## src/rtl/aluPkg.sv

```systemverilog
`timescale 1ns/1ps
package aluPkg;

  typedef enum logic [2:0] {
    OP_ADD  = 3'b000,
    OP_SUB  = 3'b001,
    OP_NOR  = 3'b010,
    OP_NAND = 3'b011,
    OP_OR   = 3'b100,
    OP_AND  = 3'b101,
    OP_XOR  = 3'b110,
    OP_INV  = 3'b111
  } aluOpE;

  localparam int NUM_FUNCS = 8;

  // strobes from control to datapath
  typedef struct packed {
    logic                 invertB;   // complement second operand into adder
    logic                 carryIn;   // carry into bit 0
    logic                 carryEn;   // let the adder carry reach the port
    logic [NUM_FUNCS-1:0] funcSel;   // one-hot function pick
  } aluCtrlT;

endpackage

```

## src/rtl/aluControl.sv

```systemverilog
`timescale 1ns/1ps
module aluControl
  import aluPkg::*;
(
  input  aluOpE   opCode,
  output aluCtrlT ctrl
);

  always_comb begin
    ctrl         = '0;
    ctrl.funcSel = NUM_FUNCS'(1) << opCode;
    ctrl.invertB = (opCode == OP_SUB);
    ctrl.carryIn = (opCode == OP_SUB);
    ctrl.carryEn = (opCode == OP_ADD) || (opCode == OP_SUB);
  end

endmodule

```

## src/rtl/aluBitSlice.sv

```systemverilog
`timescale 1ns/1ps
module aluBitSlice
  import aluPkg::*;
(
  input  logic                 aBit,
  input  logic                 bBit,
  input  logic                 invB,
  input  logic                 cin,
  output logic                 prop,
  output logic                 cout,
  output logic [NUM_FUNCS-1:0] funcs
);

  logic bEff;
  logic sumBit;

  always_comb begin
    bEff   = bBit ^ invB;
    prop   = aBit ^ bEff;
    sumBit = prop ^ cin;
    cout   = (aBit & bEff) | (prop & cin);

    funcs          = '0;
    funcs[OP_ADD]  = sumBit;
    funcs[OP_SUB]  = sumBit;
    funcs[OP_NOR]  = ~(aBit | bBit);
    funcs[OP_NAND] = ~(aBit & bBit);
    funcs[OP_OR]   = aBit | bBit;
    funcs[OP_AND]  = aBit & bBit;
    funcs[OP_XOR]  = aBit ^ bBit;
    funcs[OP_INV]  = ~aBit;
  end

endmodule

```

## src/rtl/aluSkipGroup.sv

```systemverilog
`timescale 1ns/1ps
module aluSkipGroup
  import aluPkg::*;
#(
  parameter int GW = 4
) (
  input  logic [GW-1:0]                aIn,
  input  logic [GW-1:0]                bIn,
  input  logic                         invB,
  input  logic                         cin,
  output logic [GW-1:0][NUM_FUNCS-1:0] funcs,
  output logic                         cout
);

  logic [GW:0]   rippleC;
  logic [GW-1:0] propVec;
  logic          groupProp;

  assign rippleC[0] = cin;

  for (genvar i = 0; i < GW; i++) begin : gSlice
    aluBitSlice slice (
      .aBit  (aIn[i]),
      .bBit  (bIn[i]),
      .invB  (invB),
      .cin   (rippleC[i]),
      .prop  (propVec[i]),
      .cout  (rippleC[i+1]),
      .funcs (funcs[i])
    );
  end

  // whole group propagates: hand the incoming carry straight on
  assign groupProp = &propVec;
  assign cout      = groupProp ? cin : rippleC[GW];

endmodule

```

## src/rtl/aluDatapath.sv

```systemverilog
`timescale 1ns/1ps
module aluDatapath
  import aluPkg::*;
#(
  parameter int WIDTH = 16,
  parameter int GROUP = 4
) (
  input  logic [WIDTH-1:0] opA,
  input  logic [WIDTH-1:0] opB,
  input  aluCtrlT          ctrl,
  output logic [WIDTH-1:0] result,
  output logic             carryOut
);

  localparam int NG = WIDTH / GROUP;

  logic [NG:0]                      groupC;
  logic [WIDTH-1:0][NUM_FUNCS-1:0]  funcAll;

  assign groupC[0] = ctrl.carryIn;

  for (genvar g = 0; g < NG; g++) begin : gGroup
    aluSkipGroup #(.GW(GROUP)) grp (
      .aIn   (opA[g*GROUP +: GROUP]),
      .bIn   (opB[g*GROUP +: GROUP]),
      .invB  (ctrl.invertB),
      .cin   (groupC[g]),
      .funcs (funcAll[g*GROUP +: GROUP]),
      .cout  (groupC[g+1])
    );
  end

  // 8-to-1 selector per bit, AND-OR form on the one-hot pick
  for (genvar i = 0; i < WIDTH; i++) begin : gMux
    assign result[i] = |(funcAll[i] & ctrl.funcSel);
  end

  assign carryOut = groupC[NG] & ctrl.carryEn;

endmodule

```

## src/rtl/aluCore.sv

```systemverilog
`timescale 1ns/1ps
module aluCore
  import aluPkg::*;
#(
  parameter int WIDTH = 16,
  parameter int GROUP = 4
) (
  input  logic [WIDTH-1:0] opA,
  input  logic [WIDTH-1:0] opB,
  input  logic [2:0]       opSel,
  output logic [WIDTH-1:0] result,
  output logic             carryOut
);

  aluCtrlT ctrl;

  aluControl ctl (
    .opCode (aluOpE'(opSel)),
    .ctrl   (ctrl)
  );

  aluDatapath #(.WIDTH(WIDTH), .GROUP(GROUP)) dp (
    .opA      (opA),
    .opB      (opB),
    .ctrl     (ctrl),
    .result   (result),
    .carryOut (carryOut)
  );

endmodule

```

## config.mk

```make
export PLATFORM = sky130hd
export DESIGN_NAME = aluCore
export DESIGN_NICKNAME = d
export VERILOG_FILES = /design/src/rtl/aluPkg.sv /design/src/rtl/aluControl.sv /design/src/rtl/aluBitSlice.sv /design/src/rtl/aluSkipGroup.sv /design/src/rtl/aluDatapath.sv /design/src/rtl/aluCore.sv
export SDC_FILE = /design/constraint.sdc
export NUM_CORES = 1
export LEC_CHECK = 0
export ABC_AREA = 1
export BUFFER_PORTS_ARGS = -buffer_cell sky130_fd_sc_hd__buf_4
export CAP_MARGIN = 10
export CORE_UTILIZATION = 55
export DETAILED_ROUTE_END_ITERATION = 10
export MAX_ROUTING_LAYER = met4
export PLACE_DENSITY = 0.83
export SYNTH_ARGS = -nofsm -noshare
export SYNTH_HDL_FRONTEND = slang
export SYNTH_SLANG_ARGS = --single-unit
```

## constraint.sdc

```tcl
create_clock -name vclk -period 23.8
set_clock_uncertainty 0.15 [all_clocks]
set_input_delay 2.38 -clock vclk [all_inputs]
set_output_delay 2.38 -clock vclk [all_outputs]
set_load 0.05 [all_outputs]
```

# --- After elaboration in Yosys (flattened, before gate mapping) ---
# Index checks and enable logic that the tools add are counted.
word_totals:
  regBits: 0
  input_bits: 35
  output_inout_bits: 17
  wordCells: 237
op_classes:
  eq_ne: 1
  n_shift: 1
  mux: 4
  n_bitwise: 209
  n_reduce_logical: 22
op_table:
  columns: ["operator", "count"]
  rows:
  - ["AND 8 bit", 16]
  - ["OR reduction 8 bit", 16]
  - ["XOR 1 bit", 64]
  - ["AND 1 bit", 49]
  - ["inverter 1 bit", 48]
  - ["OR 1 bit", 32]
  - ["AND reduction 4 bit", 4]
  - ["<< shifter 1 x 3 -> 8 bit, first input constant", 1]
  - ["2-to-1 mux 1 bit", 4]
  - ["== test 3 x 1 -> 1 bit, second input constant", 1]
  - ["logical NOT 3 bit", 1]
  - ["logical OR 1 bit", 1]

# --- Depth between registers and ports, before layout ---
logic_depth:
  depth_word: 40
  mapped_depth: 31

# --- Cells and area by module ---
# A second synthesis with hierarchy kept.
unflattened:
  cells_unflattened: 622
  hier_area_um2: 3298.2
modules_own_cells:
  columns: ["mod", "n_inst", "cells_per_inst", "area_each_um2", "seq_area_each_um2"]
  rows:
  - ["aluBitSlice", 16, 20, 125.1, 0.0]
  - ["aluDatapath", 1, 258, 1116.1, 0.0]
  - ["aluSkipGroup", 4, 6, 23.8, 0.0]
  - ["aluControl", 1, 20, 85.1, 0.0]

# --- Worst setup path before layout ---
# OpenSTA, ideal clock, no wires.
synth_timing:
  kind: "input-to-output"
  from: "input opSel[1]"
  to: "output result[15]"
  arrival_ns: 9.949
  required_time_ns: 21.270
  setup_slack_ns: 11.321
  path_stages: 29
  path_cell_list: "inv_1 -> nand3_4 -> buf_4 -> a21boi_0 -> fa_1 -> fa_1 -> fa_1 -> inv_1 -> nand2_1 -> nand2_1 -> nand2_1 -> fa_1 -> fa_1 -> fa_1 -> fa_1 -> or2_2 -> and2_1 -> fa_1 -> fa_1 -> fa_1 -> fa_1 -> nand2_1 -> nand2_1 -> fa_1 -> fa_1 -> fa_1 -> fa_1 -> nand2_1 -> nand4_1"
synth_via:
  elab_chain_cells: 39
synth_lines:
  columns: ["item", "line", "source"]
  rows:
  - ["start: declaration", "aluCore.sv:10", "input logic [2:0] opSel,"]
  - ["== test 3 x 1 -> 1 bit", "aluControl.sv:12, aluControl.sv:13", null]
  - ["XOR 1 bit", "aluBitSlice.sv:18", "bEff = bBit ^ invB;"]
  - ["XOR 1 bit", "aluBitSlice.sv:19", "prop = aBit ^ bEff;"]
  - ["AND 1 bit", "aluBitSlice.sv:21", "cout = (aBit & bEff) | (prop & cin);"]
  - ["OR 1 bit", "aluBitSlice.sv:21", null]
  - ["AND 1 bit", "aluBitSlice.sv:21", null]
  - ["OR 1 bit", "aluBitSlice.sv:21", null]
  - ["AND 1 bit", "aluBitSlice.sv:21", null]
  - ["(+23 left out)", null, null]
  - ["OR 1 bit", "aluBitSlice.sv:21", null]
  - ["AND 1 bit", "aluBitSlice.sv:21", null]
  - ["OR 1 bit", "aluBitSlice.sv:21", null]
  - ["AND 1 bit", "aluBitSlice.sv:21", null]
  - ["OR 1 bit", "aluBitSlice.sv:21", null]
  - ["XOR 1 bit", "aluBitSlice.sv:20", "sumBit = prop ^ cin;"]
  - ["AND 8 bit (*)", "aluDatapath.sv:35", "assign result[i] = |(funcAll[i] & ctrl.funcSel);"]
  - ["OR reduction 8 bit (*)", "aluDatapath.sv:35", null]
  - ["end: declaration", "aluCore.sv:11", "output logic [WIDTH-1:0] result,"]
# Mark *: on every way between the ends. The rest lies on a longest branch, timed or not.

# --- Final worst setup path ---
layout_timing:
  from: "input opSel[2]"
  to: "output result[15]"
# The elaborated chain is that of the path after synthesis.

==> metrics <==
status complete, no violations; final worst-path cycle share 0.542; drt pass-1 iters 4; commonest non-fill, non-tap cell in the layout inv_1; site row count 21; Gate power share 1.000; synthesized area per cell 7.20 um^2; Detail Placement HPWL 3.61 mm; gr usage total 0.261; Met3 Routed Length 303 um; Hold Path Class in -> out; final number of setup-violating endpoints 0; Iter 0 DRT Violations 116; CP Max Fanout 18; CP dominant cell by count fa_1; min-delay src opA[0]; WP data arrival 10.36 ns; critical path type in -> out; Initial Utilization 0.588; Antenna Violating Nets Remaining 0; DR DRC count 0; power per cell area 27.5 nW/um^2; number of global-route vias before repair 1,989; nets 422; max-slew violations 0; CP startpoint kind input pin; Leak 1.30 nW; relative max-transition margin 0.485; Vias/cell 5.39; number of port buffers 52; Period minus WS final 12.89 ns; Placer Congestion 0.893; Sw Share 0.635; largest net degree at the start of global routing 19; fmax 77.6 MHz; Post-CTS Hold Buffers 0; Slew @ Worst Pin 0.770 ns; Max-Cap Viols 0; Max Used Layer met4; worst hold endpoint result[0]; post-cts sizing count 0; num sequential 0; Die Footprint 3900 um^2; Net Switching 0.0000421 W; crit end category output pin; post-synthesis cell count 279; Pwr Total 0.0000663 W; cell area after synthesis 2010 um^2; M1 WL 2.06 mm; syn nets 376; Worst Path Required 21.27 ns; clock buf count 0; via count 1,988; Reg power frac 0; layout cell share with drive strength beyond 1 0.173; setup repair bufs after CTS 0; total gr overflow 0; met2 WL post-DR 2.29 mm; synth-to-layout area growth 19.8%; crit path max-delay cell type fa_1; first-pass GRT wire length 8.38 mm; core area 3420 um^2; Ports 52; final WL 4.67 mm; max incr delay on CP 0.49 ns; Clk pwr share 0; most frequent cells in the layout 60 x inv_1, 52 x buf_4, 48 x nand2_1; post-synth cell types 22; Internal 0.0000242 W; final hold viol count 0; setup tns final 0 ns; Synth warnings 0; hold path cells 3; Routed wire per std cell 12.7 um; Seq/Total Area, Yosys 0; Max IR drop VDD 0.0000188 V; Reg area 0 um^2; DIE HEIGHT 62.4 um; Die Wd 62.4 um; RSZ-0062 raised after global routing false; ant diodes 0; antenna violations before repair 0
## cells in the mapped netlist (all sizes together)
library cell,instances,share of area
inv,61,0.11
nand2,48,0.090
ha,47,0.29
fa,15,0.15
o22ai,15,0.047
xor2,15,0.065
o21ai,12,0.030
nand3,11,0.034
nor2,11,0.021
o2111ai,11,0.048
a22oi,9,0.034
buf,8,0.025
a21oi,7,0.017
nand4,4,0.012
a221oi,2,0.012
a21boi,1,0.0037
and2,1,0.0031
or2,1,0.0031
## worst max path at each step
stage	from	end	slack (ns)	depth (start not counted)
6_report	opSel[2]	result[15]	10.91	30
3_5_place_dp	opSel[2]	result[15]	10.90	30
3_3_place_gp	opSel[1]	result[15]	11.03	30
2_1_floorplan	opSel[1]	result[15]	11.32	29
4_1_cts	opSel[2]	result[15]	10.89	30
5_1_grt	opSel[2]	carryOut	10.49	32
## power groups by stage
stage | Clock (W) | Sequential, W | Combinational, W
6_report | 0 | 0 | 0.0000663
5_1_grt | 0 | 0 | 0.0000739
4_1_cts | 0 | 0 | 0.0000666
3_5_place_dp | 0 | 0 | 0.0000661
3_3_place_gp | 0 | 0 | 0.0000654
2_1_floorplan | 0 | 0 | 0.0000456
## worst max-delay path, delay by kind of cell
kind | cells | cell delay [ns]
and+or+nand+nor | 10 | 1.31
buffers and inverters | 4 | 0.53
xor gates and xnor gates | 1 | 0.27
adders and majority gates | 15 | 5.88
## metal layers
metal  GRT usage  vias up
li1            -     1007
met1       0.335      911
met2       0.458       68
met3      0.0182        2
met4      0.0378        0
met5           -        -
## logic make-up after synthesis
family                     after synthesis  share of synthesized area
AOI/OAI and AO/OA                       57                      0.191
xor gates and xnor gates                15                     0.0654
adders and majority gates               62                      0.442
buffers and inverters                   69                      0.139
and+or+nand+nor                         76                      0.163
## through the flow
step	hold slack, ns	util	instance area [um^2]	worst slack, ns	cells
after floorplan	5.03	-	2010	11.32	279
final	5.03	0.705	2410	10.91	369
after global placement	5.03	0.705	2410	11.03	369
after detailed placement	5.03	0.705	2410	10.90	369
after CTS	5.03	0.705	2410	10.89	369
after global routing	5.07	0.705	2410	10.49	369
## cell type report
type               instances  area, um^2
repair buffers            52         390
multi-input cells        210        1730
well taps                 46        57.6
fillers                  296        1010
inverters                 61         229
Power figures use the tool's default switching activity.
